File: src/rtl/bcd_calendar.sv
module bcd_calendar (
  input  logic       clk,
  input  logic       rst_n,
  input  logic       tick,
  input  logic       wr_en,
  input  logic [2:0] wr_sel,
  input  logic [7:0] wr_data,
  output logic [7:0] sec_o,
  output logic [7:0] min_o,
  output logic [7:0] hour_o,
  output logic [7:0] dow_o,
  output logic [7:0] date_o,
  output logic [7:0] mon_o,
  output logic [7:0] year_o
);

  logic       halt_q;
  logic [6:0] sec_q;
  logic [6:0] min_q;
  logic       cen_en_q, cen_q;
  logic [5:0] hr_q;
  logic [2:0] dow_q;
  logic [5:0] date_q;
  logic [4:0] mon_q;
  logic [7:0] yr_q;

  logic [6:0] sec_nx, min_nx;
  logic [5:0] hr_nx, date_nx, last_day;
  logic [4:0] mon_nx;
  logic [7:0] yr_nx;
  logic       leap, short_mon;
  logic       step, c_min, c_hr, c_day, c_mon, c_yr, c_cen;

  assign sec_nx  = (sec_q[3:0]  >= 4'd9) ? {sec_q[6:4]  + 3'd1, 4'd0} : {sec_q[6:4],  sec_q[3:0]  + 4'd1};
  assign min_nx  = (min_q[3:0]  >= 4'd9) ? {min_q[6:4]  + 3'd1, 4'd0} : {min_q[6:4],  min_q[3:0]  + 4'd1};
  assign hr_nx   = (hr_q[3:0]   >= 4'd9) ? {hr_q[5:4]   + 2'd1, 4'd0} : {hr_q[5:4],   hr_q[3:0]   + 4'd1};
  assign date_nx = (date_q[3:0] >= 4'd9) ? {date_q[5:4] + 2'd1, 4'd0} : {date_q[5:4], date_q[3:0] + 4'd1};
  assign mon_nx  = (mon_q[3:0]  >= 4'd9) ? {mon_q[4]    + 1'b1, 4'd0} : {mon_q[4],    mon_q[3:0]  + 4'd1};
  assign yr_nx   = (yr_q[3:0]   >= 4'd9) ? {yr_q[7:4]   + 4'd1, 4'd0} : {yr_q[7:4],   yr_q[3:0]   + 4'd1};

  assign leap      = yr_q[4] ? (yr_q[3:0] == 4'd2 || yr_q[3:0] == 4'd6)
                             : (yr_q[3:0] == 4'd0 || yr_q[3:0] == 4'd4 || yr_q[3:0] == 4'd8);
  assign short_mon = (mon_q == 5'h04) || (mon_q == 5'h06) || (mon_q == 5'h09) || (mon_q == 5'h11);
  assign last_day  = (mon_q == 5'h02) ? (leap ? 6'h29 : 6'h28) : (short_mon ? 6'h30 : 6'h31);

  assign step  = tick & ~halt_q & ~wr_en;
  assign c_min = step  & (sec_q  >= 7'h59);
  assign c_hr  = c_min & (min_q  >= 7'h59);
  assign c_day = c_hr  & (hr_q   >= 6'h23);
  assign c_mon = c_day & (date_q >= last_day);
  assign c_yr  = c_mon & (mon_q  >= 5'h12);
  assign c_cen = c_yr  & (yr_q   >= 8'h99) & cen_en_q;

  always_ff @(posedge clk) begin
    if (!rst_n) begin
      halt_q   <= 1'b0;
      sec_q    <= 7'h00;
      min_q    <= 7'h00;
      cen_en_q <= 1'b0;
      cen_q    <= 1'b0;
      hr_q     <= 6'h00;
      dow_q    <= 3'd1;
      date_q   <= 6'h01;
      mon_q    <= 5'h01;
      yr_q     <= 8'h00;
    end else if (wr_en) begin
      case (wr_sel)
        3'd0: {halt_q, sec_q} <= wr_data;
        3'd1: min_q <= wr_data[6:0];
        3'd2: {cen_en_q, cen_q, hr_q} <= wr_data;
        3'd3: dow_q <= wr_data[2:0];
        3'd4: date_q <= wr_data[5:0];
        3'd5: mon_q <= wr_data[4:0];
        3'd6: yr_q <= wr_data;
        default: ;
      endcase
    end else begin
      if (step)  sec_q  <= c_min ? 7'h00 : sec_nx;
      if (c_min) min_q  <= c_hr ? 7'h00 : min_nx;
      if (c_hr)  hr_q   <= c_day ? 6'h00 : hr_nx;
      if (c_day) begin
        dow_q  <= (dow_q >= 3'd7) ? 3'd1 : dow_q + 3'd1;
        date_q <= c_mon ? 6'h01 : date_nx;
      end
      if (c_mon) mon_q  <= c_yr ? 5'h01 : mon_nx;
      if (c_yr)  yr_q   <= (yr_q >= 8'h99) ? 8'h00 : yr_nx;
      if (c_cen) cen_q  <= ~cen_q;
    end
  end

  assign sec_o  = {halt_q, sec_q};
  assign min_o  = {1'b0, min_q};
  assign hour_o = {cen_en_q, cen_q, hr_q};
  assign dow_o  = {5'd0, dow_q};
  assign date_o = {2'd0, date_q};
  assign mon_o  = {3'd0, mon_q};
  assign year_o = yr_q;

  p_idle_hold_r12: assert property (@(posedge clk) disable iff (!rst_n)
    (!tick && !wr_en) |=> ($stable(sec_o) && $stable(min_o) && $stable(hour_o) && $stable(dow_o)
                           && $stable(date_o) && $stable(mon_o) && $stable(year_o)));

  p_halt_freeze_r9: assert property (@(posedge clk) disable iff (!rst_n)
    (sec_o[7] && !wr_en) |=> ($stable(sec_o) && $stable(min_o) && $stable(hour_o) && $stable(date_o)
                              && $stable(year_o)));

  p_min_hold_r2: assert property (@(posedge clk) disable iff (!rst_n)
    (!wr_en && sec_o[6:0] != 7'h59) |=> $stable(min_o));

  p_century_hold_r8: assert property (@(posedge clk) disable iff (!rst_n)
    (!wr_en && year_o != 8'h99) |=> $stable(hour_o[7:6]));

  p_dow_range_r4: assert property (@(posedge clk) disable iff (!rst_n)
    (!wr_en && dow_o >= 8'd1 && dow_o <= 8'd7) |=> (dow_o >= 8'd1 && dow_o <= 8'd7));

  p_date_nonzero_r5: assert property (@(posedge clk) disable iff (!rst_n)
    (!wr_en && date_o != 8'h00) |=> (date_o != 8'h00));

endmodule

File: config.mk
export PLATFORM = sky130hd
export DESIGN_NAME = bcd_calendar
export DESIGN_NICKNAME = d
export VERILOG_FILES = /design/src/rtl/bcd_calendar.sv
export SDC_FILE = /design/constraint.sdc
export NUM_CORES = 1
export LEC_CHECK = 0
export CAP_MARGIN = 5
export CORE_AREA = 2 2 80 112
export CTS_CLUSTER_SIZE = 20
export DETAILED_ROUTE_END_ITERATION = 8
export DIE_AREA = 0 0 82 114
export DONT_BUFFER_PORTS = 1
export GPL_ROUTABILITY_DRIVEN = 0
export PLACE_DENSITY = 0.54
export SLEW_MARGIN = 40
export SYNTH_ARGS = -nofsm -noshare
export SYNTH_HDL_FRONTEND = slang
export SYNTH_SLANG_ARGS = --single-unit
File: constraint.sdc
create_clock -name clk -period 6.5 [get_ports clk]
set_input_delay 0.325 -clock clk [delete_from_list [all_inputs] [get_ports clk]]
set_output_delay 0.325 -clock clk [all_outputs]
set_load 0.01 [all_outputs]
Yosys cells after proc, flatten, opt, wreduce, memory -nomap -nowiden
Index checks and enable logic that the tools add are counted.

storage, ports and cells
  output and inout port bits = 56
  input bits = 15
  register bits = 45

cells by class
  $lt $le $gt $ge = 13
  equal/unequal tests = 22
  bitwise operators = 12
  reduce and logical (&&, ||, !) cells = 37
  mux-type cells = 41
  add/sub/neg operators = 13

operator list
  kind                   count
  $mux W7                10
  $mux W6                10
  $mux W8                5
  $mux W5                6
  $add A4 B1 Y4 const B  7
  $ge A4 B4 Y1 const B   6
  $reduce_and A2 Y1      10
  $reduce_and A3 Y1      6
  $reduce_bool A3 Y1     6
  $ge A7 B7 Y1 const B   2
  $ne A2 B1 Y1 const B   7
  $reduce_bool A2 Y1     7
  $mux W3                4
  $eq A5 B3 Y1 const B   2
  $add A3 B1 Y3 const B  3
  $and A1 B1 Y1          9
  $eq A3 B3 Y1 const B   3
  $eq A4 B3 Y1 const B   2
  $ge A8 B8 Y1 const B   1
  $eq A3 B2 Y1 const B   2
  $ge A6 B6 Y1           1
  $ge A6 B6 Y1 const B   1
  $logic_or A1 B1 Y1     6
  $mux W1                6
  13 further kinds       16

Depth between registers and ports, before layout
Gate-level depths: netlist (run 1).

  word-level depth = 13
  depth in mapped cells = 13

Worst setup path after synthesis (run 1)
No wires, ideal clock.

  path type = register to register
  from = register mon_q[1]
  to = register date_q[3]
  setup time = 0.071 ns
  data arrival time = 3.140 ns
  slack = 3.289 ns
  buffers on the path = 0
  stages on the path, launching flop included = 12
  data required time = 6.429 ns
  cell sequence = dfxtp_1 -> ha_1 -> nor4b_1 -> o221ai_1 -> o211a_1 -> ha_1 -> or4b_1 -> a22o_1 -> or3_4 -> o31ai_1 -> o21ai_0 -> a21oi_1

on the way
  word-level cells in the longest chain between the ends = 11
  elaborated cells on any way between the ends = 15
  those cells by class = order compare (1); eq/ne (5); mux (5); bitwise (1); reduce/logical (3)

ends and longest elaborated chain
  element                           line  source
  start: declaration                24    logic [4:0] mon_q;
  start signal: assignment          73    3'd5: mon_q <= wr_data[4:0];
  start signal: assignment          85    if (c_mon) mon_q <= c_yr ? 5'h01 : mon_nx;
  $eq A5 B3 Y1                      43    assign short_mon = (mon_q == 5'h04) || (mon_q == 5'h06) || (mon_q == 5'h09) || (mon_q == 5'h11);
  $logic_or A1 B1 Y1 (3 in series)  43
  $mux W1                           44    assign last_day = (mon_q == 5'h02) ? (leap ? 6'h29 : 6'h28) : (short_mon ? 6'h30 : 6'h31);
  $mux W5 (*)                       44
  $ge A6 B6 Y1 (*)                  50    assign c_mon = c_day & (date_q >= last_day);
  $and A1 B1 Y1 (*)                 50
  $mux W6 (*)                       83    date_q <= c_mon ? 6'h01 : date_nx;
  $mux W6 (*)                       81    if (c_day) begin
  $mux W6 (*)                       66    end else if (wr_en) begin
  end signal: assignment            72    3'd4: date_q <= wr_data[5:0];
  end signal: assignment            83
  end: declaration                  23    logic [5:0] date_q;

Mark *: on every way between the ends. The rest lies on a longest branch, timed or not. The select of a mux whose other input is x is not followed.
A chain may end at the register's enable or synchronous reset.

Worst setup path in the final report (run 1)
  from = register mon_q[1]
  to = register yr_q[1], in the netlist year_o[1]

on the way
  word-level cells in the longest chain between the ends = 11
  elaborated cells on any way between the ends = 16
  those cells by class = order compare (2); eq/ne (5); mux (2); bitwise (2); reduce/logical (5)

ends and longest elaborated chain
  element                           line  source
  $eq A5 B3 Y1                      43
  $logic_or A1 B1 Y1 (3 in series)  43
  $mux W1                           44
  $mux W5                           44
  $ge A6 B6 Y1                      50
  $and A1 B1 Y1                     50
  $and A1 B1 Y1 (*)                 51    assign c_yr = c_mon & (mon_q >= 5'h12);
  $reduce_bool A2 Y1 (no line) (*)  -
  $reduce_and A2 Y1 (no line) (*)   -
  end signal: assignment            74    3'd6: yr_q <= wr_data;
  end signal: assignment            86    if (c_yr) yr_q <= (yr_q >= 8'h99) ? 8'h00 : yr_nx;
  end: declaration                  25    logic [7:0] yr_q;

Mark *: on every way between the ends. The rest lies on a longest branch, timed or not.

==> metrics.cfg, run 1 <==
[status]
status = complete, no violations

[global_routing]
grt_pass1_vias = 2841
grt_max_degree = 43
grt_pass1_wl_um = 14720
grt-ovfl-total = 0
antenna_found_initial = 0
grt_usage_pct = 20.70

[sta]
rsz0062_at_grt = false
setup_violations = 0
hold_viol = 0
setup_tns_ps = 0
finClkSkew_ps = 3.409
fmaxAchievable_mhz = 264.8
worst_pin_slew_ps = 768.9
maxSlewViolCount = 0
timing.final.crit_period_ps = 3776
fin_crit_sh_pct = 58.09
slew_headroom_pct = 48.46
fin_ws_ps = 2724

[drt]
drc = 0
dr_total_vias = 2949
routedWlPerCell_um = 18.55
drt-total-wl_um = 9239
drtPass1Iterations = 4
antenna_left = 0
avgViaCountPerCell = 5.922
drtIter0Drc = 144

[yosys]
ys.flop_type = dfxtp_1
synth_edf_count = 0
synthTopCellsByCount = 45 x dfxtp_1, 36 x o21ai_0, 34 x ha_1, 33 x nand2_1, 31 x nor2_1
synth_seq_area_share_pct = 27.66
synth_top_area_share_pct = 27.66
synthTopCellsByArea = dfxtp_1 28%, ha_1 13%, o21ai_0 5.5%, a21oi_1 4.3%, nand2_1 3.8%
synth_area_per_cell_um2 = 8.102
yosys_warnings = 0
yosys.cell_types.count = 62
ys_ff_latch = 45
syn_area_mm2 = 0.003257
yosysTopAreaCell = dfxtp_1
postSynthCellCount = 402
yosysMostFrequentCell = dfxtp_1
async_flop_share_pct = 0

[critical_path]
slowest_stage = nor4b_1
cpPeakStageDelay_ps = 530
crit_path_end_kind = register
crit_required_ps = 6690
critical_path_class = register to register
critPathArrivalTime_ps = 3970
critPathMaxFanout = 9
crit_chain = ha_1, nor4b_1, o221ai_1, o211a_1, ha_1, or4b_1, a22oi_1, nor4_4, nor2_1, a211oi_1, a211oi_1
cp-start-kind = register

[power_and_ir_drop]
cellLeakagePower_nw = 1.326
vdd_drop_max_v = 0.00008965
p_sw_share_pct = 27.39
share_clk_of_total_power_pct = 40.8
comb_power_share_pct = 10.4
seqPwrFrac_pct = 48.8
internal_power_mw = 0.4511
p_sw_mw = 0.1701
p_per_area_mw_per_mm2 = 182.3

[clock_tree]
h-tree-depth = 2
cts_buffers = 5
cts_buffer_depth = 2
clock_sinks = 45
post_cts_buffers = 0
root_buffer = clkbuf_16
cts_hold_buf = 0
clkLatencyLatePin_ps = 290
cts_tree = yes
path_clk_slew_ps = 60
cts_resized = 0

[die]
die-area_mm2 = 0.009348
start_util_pct = 38.74
fp-row-count = 40
die_x_um = 82
core_mm2 = 0.008408
pin_count = 71
chipHeight_um = 114

[placed_design]
pre_cts_slack_ps = 2671
dp_hpwl_um = 6708
placed_area_mm2 = 0.003271
portBuffers = 0

[finish]
final_area_mm2 = 0.003407
final_core_util_pct = 40.52
n_antenna_cell = 0
drive_gt1_share_pct = 4.071
area_delta_synth_final_pct = 4.610
num-nets-final = 441

[flow_run]
maxCapViolCount = 0

[min_path]
hp-class = primary input to register

power groups by stage:
stage          clock network (mW)  logic, mW  registers, mW
2_1_floorplan                   0     0.0607          0.304
3_3_place_gp                    0     0.0637          0.309
4_1_cts                     0.259     0.0651          0.303
5_1_grt                     0.268     0.0750          0.305
6_report                    0.254     0.0647          0.303
3_5_place_dp                    0     0.0647          0.309
metrics by stage:
step	instances	hold WS [ps]	power, mW
2_1_floorplan	412	466.6	0.3647
3_3_place_gp	490	389.9	0.3730
4_1_cts	498	91.73	0.6269
6_report	498	95.77	0.6213
3_5_place_dp	490	391.5	0.3742
5_1_grt	498	96.39	0.6476
state kept, by name, summed over array words and instances, names as in the netlist:
| signal | count |
|---|---|
| min_q | 7 |
| mon_q | 5 |
| sec_q | 7 |
| cen_en_q | 1 |
| year_o | 8 |
| date_q | 6 |
| cen_q | 1 |
| hr_q | 6 |
| halt_q | 1 |
| dow_q | 3 |
cells by family (layout without fill, tap and decap cells):
family	after synthesis	after routing	share of synthesized area, %
other	1	11	0.1151
AOI/OAI and AO/OA	141	141	29.43
muxes	5	5	1.537
xor gates and xnor gates	3	3	0.8069
DFF	45	45	27.66
and+or+nand+nor	120	120	19.63
buffers and inverters	53	34	7.760
adders and majority gates	34	34	13.06
worst max-delay path, delay by kind of cell (launching register included):
family | cells | cell delay, ps
compound gates | 5 | 1140
fa+ha+maj | 2 | 510
flops | 1 | 520
simple gates | 4 | 1500
worst paths after layout:
| kind | startpoint | slack [ps] | end | depth (start not counted) |
|---|---|---|---|---|
| worst max-delay path | mon_q[1]$_SDFFE_PN0P_ | 2720 | year_o[1]$_SDFFE_PN0P_ | 11 |
| worst max register to register | mon_q[1]$_SDFFE_PN0P_ | 2720 | year_o[1]$_SDFFE_PN0P_ | 11 |
| worst min-delay path | rst_n | 100 | dow_q[0]$_SDFFE_PN1P_ | 1 |
| worst min register to register | cen_q$_SDFFE_PN0P_ | 540 | cen_q$_SDFFE_PN0P_ | 2 |
layout by cell type, fill, tap and decap left out, types with 9 or more instances in the layout:
master / count
ha_1: 34
nor2_1: 31
o21ai_0: 36
a211oi_1: 10
dfxtp_1: 45
a21oi_1: 28
conb_1: 11
a31oi_1: 9
inv_1: 25
nand2_1: 33
layout make-up:
cell class / count / area, um^2
clock buffers: 8 / 136.4
inverters: 26 / 97.59
flip-flops and latches: 45 / 900.9
fillers: 896 / 5001
well taps: 105 / 131.4
multi-input cells: 314 / 2141
per-layer routing:
layer	track usage (%)	up-vias	routed length (um)
li1	-	1438	-
met1	23.59	1429	3827
met2	36.69	69	4696
met3	4.509	13	485
met4	8.000	0	230
met5	0	-	0
(Power assumes the default switching activity.)
==> run 2: changes to the inputs <==
- clock period: 6.5 -> 3.89 ns (I/O delays scaled with it)
==> run 2 against run 1 <==
  * Register-to-register slack worse by 2300 ps
  * Highest routed layer unchanged
  * Combinational power rose by 70%
  * Via count increased by 1.0%
  * Sequential share of layout area fell by 0.18 points
  * First-iteration DRC count shrank 9.0%
  * Die area is the same
  * Sequential power grew 67%
  * Critical endpoint is now date_q[3]$_SDFFE_PN0P_
  * Clock power is 65% higher
  * Setup slack lost 2300 ps
  * Final cell count grew 0.40%
  * Critical path type unchanged
  * Maximum frequency rose by 8.4%
  * Critical path depth unchanged
==> metrics.cfg, run 2 (synthesis results as in run 1) <==
[clock_tree]
h-tree-depth = 2  ; unchanged
path_clk_slew_ps = 60  ; about the same
cts_tree = yes  ; unchanged
clock_sinks = 45  ; unchanged
post_cts_buffers = 0  ; unchanged
clkLatencyLatePin_ps = 290  ; about the same
cts_buffers = 5  ; unchanged
cts_buffer_depth = 2  ; unchanged
root_buffer = clkbuf_16  ; unchanged

[finish]
largest_reg_flops = 8  ; unchanged
n_antenna_cell = 0  ; unchanged
final_area_mm2 = 0.003431  ; was 0.003407 mm^2
mostFrequentLayoutCells = 45 x dfxtp_1, 36 x o21ai_0, 34 x ha_1  ; unchanged
num-nets-final = 443  ; was 441
final_core_util_pct = 40.80  ; was 40.52%
final_common_cell = dfxtp_1  ; unchanged
area_delta_synth_final_pct = 5.340  ; was 4.610%
drive_gt1_share_pct = 4.557  ; was 4.071%

[die]
chipHeight_um = 114  ; unchanged
pin_count = 71  ; unchanged
fp-row-count = 40  ; unchanged
die_x_um = 82  ; unchanged
die-area_mm2 = 0.009348  ; unchanged
core_mm2 = 0.008408  ; unchanged
start_util_pct = 38.74  ; unchanged

[critical_path]
crit_family = simple AND/OR/NAND/NOR gates  ; unchanged
cp-start-kind = register  ; unchanged
crit_required_ps = 4100  ; was 6690 ps
path_common_cell = ha_1
slowest_stage = dfxtp_1  ; was nor4b_1
critPathMaxFanout = 7  ; was 9
critical_path_class = register to register  ; unchanged
crit_chain = ha_1, nor4b_2, o221ai_1, o211a_1, ha_1, or4b_1, a22o_1, or3_4, o31ai_1, o21ai_0, a21oi_1  ; was ha_1, nor4b_1, o221ai_1, o211a_1, ha_1, or4b_1, a22oi_1, nor4_4, nor2_1, a211oi_1, a211oi_1
cpPeakStageDelay_ps = 510  ; was 530 ps
cp_num_buf_inv = 0  ; unchanged
crit_path_end_kind = register  ; unchanged
critPathArrivalTime_ps = 3700  ; was 3970 ps

[sta]
rsz0062_at_grt = false  ; unchanged
fin_crit_sh_pct = 89.55  ; was 58.09%
finClkSkew_ps = 3.568  ; was 3.409 ps
setup_violations = 0  ; unchanged
maxSlewViolCount = 0  ; unchanged
setup_tns_ps = 0  ; unchanged
timing.final.crit_period_ps = 3484  ; was 3776 ps
fmaxAchievable_mhz = 287.1  ; was 264.8 MHz
slew_headroom_pct = 47.38  ; was 48.46%
fin_ws_ps = 406.4  ; was 2724 ps
hold_viol = 0  ; unchanged
worst_pin_slew_ps = 785.0  ; was 768.9 ps

[flow_run]
maxCapViolCount = 0  ; unchanged

[drt]
drtIter0Drc = 131  ; was 144
drtPass1Iterations = 4  ; unchanged
drt-total-wl_um = 9326  ; was 9239 um
avgViaCountPerCell = 5.958  ; was 5.922
dr_total_vias = 2979  ; was 2949
drc = 0  ; unchanged
antenna_left = 0  ; unchanged
routedWlPerCell_um = 18.65  ; was 18.55 um

[status]
status = complete, no violations  ; unchanged

[placed_design]
portBuffers = 0  ; unchanged
placed_area_mm2 = 0.003278  ; was 0.003271 mm^2
dp_hpwl_um = 6764  ; was 6708 um
pre_cts_slack_ps = 229.3  ; was 2671 ps

[global_routing]
antenna_found_initial = 0  ; unchanged
grt_pass1_vias = 2920  ; was 2841
grt_pass1_wl_um = 14950  ; was 14720 um
grt_usage_pct = 20.74  ; was 20.70%
grt_max_degree = 43  ; unchanged
grt-ovfl-total = 0  ; unchanged

[power_and_ir_drop]
cellLeakagePower_nw = 1.338  ; was 1.326 nW
vdd_drop_max_v = 0.0001894  ; was 0.00008965 V
p_per_area_mw_per_mm2 = 301.7  ; was 182.3 mW/mm^2

[min_path]
hp-class = primary input to register  ; unchanged

-- run 2: cell type report --
type | instances | area [um^2]
clock buffer | 8 | 136.4
inverter | 26 | 97.59
timing repair buffer | 2 | 17.52
fill | 898 | 4977
sequential | 45 | 900.9
tap | 105 | 131.4
multi-input combinational | 314 | 2147
-- run 2: final timing paths --
check / from / endpoint / slack, ps / cells after the start
min reg2reg: cen_q$_SDFFE_PN0P_ / cen_q$_SDFFE_PN0P_ / 550 / 2
min: rst_n / hr_q[0]$_SDFFE_PN0P_ / 50 / 2
max reg2reg: mon_q[1]$_SDFFE_PN0P_ / date_q[3]$_SDFFE_PN0P_ / 410 / 11
max: mon_q[1]$_SDFFE_PN0P_ / date_q[3]$_SDFFE_PN0P_ / 410 / 11
-- run 2: through the flow --
step                power, mW  cells  hold slack, ps
global placement       0.6231    491           260.4
floorplan              0.6094    412           341.7
CTS                     1.048    500           35.94
detailed placement     0.6254    491           261.9
finish                  1.035    500           50.29
global route            1.084    500           37.71
-- run 2: repair_timing --
item,in CTS,in global routing
setup endpoints to repair,0,3
hold endpoints to repair,1,0
resized for setup,0,1
hold buffers,1,0
-- run 2: layer usage --
metal / global-route usage, % / routed length (um)
met1: 23.96 / 3803
met2: 35.99 / 4761
met3: 4.905 / 506
met4: 8.333 / 254
met5: 0 / 0
-- run 2: report_power, final --
part,internal (mW),leakage (nW),switching [mW],total [mW]
Combinational,0.0402,0.908,0.0694,0.110
Sequential,0.475,0.365,0.0317,0.506
Clock,0.239,0.0652,0.179,0.419
Total,0.755,1.34,0.280,1.03
==> run 3: changes to the inputs <==
- ABC_AREA: unset -> 1
- CORE_AREA: 2 2 80 112 -> 2 2 109 90
- DIE_AREA: 0 0 82 114 -> 0 0 111 92
- PLACE_DENSITY: 0.54 -> unset
==> run 3 against run 2 <==
  * Combinational power up 54%
  * Sequential power up 4.3%
  * Setup slack better by 640 ps
  * First-iteration DRC count increased by 15%
  * Die area rose by 9.2%
  * Clock power up 33%
==> metrics.cfg, run 3 <==
[yosys]
yosysTopAreaCell = dfxtp_1  ; unchanged
ys_ff_latch = 45  ; unchanged
yosys.cell_types.count = 45  ; was 62
synthTopCellsByArea = dfxtp_1 25%, ha_1 12%, nand2_1 8.5%, inv_1 7.6%, o21ai_0 5.5%  ; was dfxtp_1 28%, ha_1 13%, o21ai_0 5.5%, a21oi_1 4.3%, nand2_1 3.8%
postSynthCellCount = 506  ; was 402
synth_edf_count = 0  ; unchanged
ys.flop_type = dfxtp_1  ; unchanged
yosysMostFrequentCell = nand2_1  ; was dfxtp_1
synth_area_per_cell_um2 = 7.050  ; was 8.102 um^2
synth_top_area_share_pct = 25.25  ; was 27.66%
synth_seq_area_share_pct = 25.25  ; was 27.66%
yosys_warnings = 0  ; unchanged
syn_area_mm2 = 0.003567  ; was 0.003257 mm^2
async_flop_share_pct = 0  ; unchanged
synthTopCellsByCount = 81 x nand2_1, 72 x inv_1, 51 x nor2_1, 45 x dfxtp_1, 39 x o21ai_0  ; was 45 x dfxtp_1, 36 x o21ai_0, 34 x ha_1, 33 x nand2_1, 31 x nor2_1

[clock_tree]
clock_sinks = 45  ; unchanged
cts_resized = 0  ; unchanged
cts_buffer_depth = 2  ; unchanged
clkLatencyLatePin_ps = 290  ; about the same
root_buffer = clkbuf_16  ; unchanged
cts_tree = yes  ; unchanged
cts_buffers = 5  ; unchanged
h-tree-depth = 2  ; unchanged
path_clk_slew_ps = 60  ; about the same

[critical_path]
crit_start = mon_q[0]$_SDFFE_PN1P_  ; was mon_q[1]$_SDFFE_PN0P_
cp-start-kind = register  ; unchanged
crit_path_end_kind = register  ; unchanged
cp_num_buf_inv = 3  ; was 0
critPathMaxFanout = 14  ; was 7
crit_required_ps = 4060  ; was 4100 ps
critical_path_class = register to register  ; unchanged
crit_family = simple AND/OR/NAND/NOR gates  ; unchanged
rr_startpoint = mon_q[0]$_SDFFE_PN1P_  ; was mon_q[1]$_SDFFE_PN0P_
cpPeakStageDelay_ps = 390  ; was 510 ps
slowest_stage = dfxtp_1  ; unchanged
crit_chain = inv_1, ha_1, inv_1, nor3_1, inv_1, a311oi_1, a311oi_1, ha_1, nand4_1, nand3_1, nand4_4, nand2_4, nand2_1, nand2_1, a21oi_1  ; was ha_1, nor4b_2, o221ai_1, o211a_1, ha_1, or4b_1, a22o_1, or3_4, o31ai_1, o21ai_0, a21oi_1
path_common_cell = inv_1  ; was ha_1
critPathArrivalTime_ps = 3020  ; was 3700 ps

[status]
status = complete, no violations  ; unchanged

[power_and_ir_drop]
cellLeakagePower_nw = 1.849  ; was 1.338 nW
vdd_drop_max_v = 0.0002206  ; was 0.0001894 V
p_per_area_mw_per_mm2 = 331.9  ; was 301.7 mW/mm^2

[sta]
finClkSkew_ps = 4.896  ; was 3.568 ps
maxSlewViolCount = 0  ; unchanged
timing.final.crit_period_ps = 2847  ; was 3484 ps
fin_ws_ps = 1043  ; was 406.4 ps
rsz0062_at_grt = false  ; unchanged
fin_crit_sh_pct = 73.18  ; was 89.55%
setup_tns_ps = 0  ; unchanged
setup_violations = 0  ; unchanged
fmaxAchievable_mhz = 351.3  ; was 287.1 MHz
hold_viol = 0  ; unchanged
hold_ws_ps = 30.50  ; was 50.29 ps

[global_routing]
grt_pass1_wl_um = 14860  ; was 14950 um
antenna_found_initial = 0  ; unchanged
grt-ovfl-total = 0  ; unchanged
grt_usage_pct = 18.21  ; was 20.74%
grt_max_degree = 38  ; was 43
grt_pass1_vias = 2970  ; was 2920

[die]
chipHeight_um = 92  ; was 114 um
core_mm2 = 0.009249  ; was 0.008408 mm^2
die_x_um = 111  ; was 82 um
start_util_pct = 38.57  ; was 38.74%
pin_count = 71  ; unchanged
fp-row-count = 32  ; was 40
die-area_mm2 = 0.01021  ; was 0.009348 mm^2

[finish]
mostFrequentLayoutCells = 81 x nand2_1, 72 x inv_1, 51 x nor2_1  ; was 45 x dfxtp_1, 36 x o21ai_0, 34 x ha_1
num-nets-final = 550  ; was 443
drive_gt1_share_pct = 8.367  ; was 4.557%
largest_reg_flops = 8  ; unchanged
area_delta_synth_final_pct = 5.998  ; was 5.340%
n_antenna_cell = 0  ; unchanged
final_common_cell = nand2_1  ; was dfxtp_1

[placed_design]
dp_hpwl_um = 6953  ; was 6764 um
pre_cts_slack_ps = 1045  ; was 229.3 ps
portBuffers = 0  ; unchanged

[flow_run]
maxCapViolCount = 0  ; unchanged

[min_path]
hp-class = primary input to register  ; unchanged
holdCritStartpoint = rst_n  ; unchanged

[drt]
drtPass1Iterations = 5  ; was 4
dr_total_vias = 3233  ; was 2979
avgViaCountPerCell = 5.206  ; was 5.958
routedWlPerCell_um = 15.03  ; was 18.65 um
drt-total-wl_um = 9334  ; was 9326 um
drc = 0  ; unchanged
antenna_left = 0  ; unchanged
drtIter0Drc = 150  ; was 131

-- run 3: changes by cell type after synthesis, moves of 7 or more --
cell / before / now
nand2_1: 33 / 81
inv_1: 26 / 72
nand3_1: 8 / 28
nor2_1: 31 / 51
nand4_1: 1 / 14
xor2_1: 3 / 15
a211oi_1: 10 / 0
a31oi_1: 9 / 16
nand2_2: 0 / 7
-- run 3: cell families (layout without fill, tap and decap cells) --
| family | after synthesis | in the layout | synth area share, % |
|---|---|---|---|
| simple gates | 209 | 209 | 28.66 |
| mux | 1 | 1 | 0.6313 |
| fa+ha+maj | 34 | 34 | 11.93 |
| xor+xnor | 15 | 15 | 3.683 |
| compound gates | 102 | 102 | 16.91 |
| buf+inv | 99 | 85 | 12.84 |
| other cells | 1 | 11 | 0.1051 |
| flops | 45 | 45 | 25.25 |
-- run 3: what timing repair did --
item / in CTS / in global routing
endpoints found under the setup margin: 0 / 0
hold buffers: 0 / 1
endpoints found under the hold margin: 0 / 1
setup buffers: 0 / 0
-- run 3: power breakdown --
part	switching (mW)	internal (mW)
Sequential	0.0460	0.482
Combinational	0.110	0.0593
Clock	0.190	0.367
Total	0.346	0.909
-- run 3: path summary, 6_finish.rpt --
check,endpoint,slack [ps],depth (start not counted)
worst max-delay path,year_o[2]$_SDFFE_PN0P_,1040,15
worst min-delay path,year_o[7]$_SDFFE_PN0P_,30,2
worst max register to register,year_o[2]$_SDFFE_PN0P_,1040,15
worst min register to register,cen_en_q$_SDFFE_PN0P_,530,2
-- run 3: worst register-to-register path: stages (launching register included) --
cell      delay [ps]
dfxtp_1          390
inv_1            120
ha_1             160
inv_1             50
nor3_1           250
inv_1            130
a311oi_1         330
a311oi_1          80
ha_1             290
nand4_1           90
nand3_1          190
nand4_4          170
nand2_4          180
nand2_1          130
nand2_1           80
a21oi_1           60
-- run 3: cell type report --
type	instances	area [um^2]
inverters	76	285.3
clock buffers	5	125.1
repair buffers	1	10.01
flip-flops and latches	45	900.9
clock inverters	3	65.06
multi-input cells	372	2246
fillers	949	5468
well taps	119	148.9
-- run 3: per-stage QoR --
stage	area (um^2)	power, mW	std cells	utilization (%)
after CTS	3771	1.261	620	40.77
after floorplan	3605	0.6824	516	-
after global placement	3581	0.7026	612	38.72
after global routing	3781	1.315	621	40.88
after detailed placement	3581	0.7059	612	38.72
final	3781	1.255	621	40.88
-- run 3: layer usage --
layer  vias up  global-route usage [%]  share of wire [%]
met5         -                       0                  0
met4         0                   6.146                2.1
met3        18                   5.155                8.1
met2        97                   27.97                 42
met1      1481                   24.61                 48
li1       1637                       -                  -
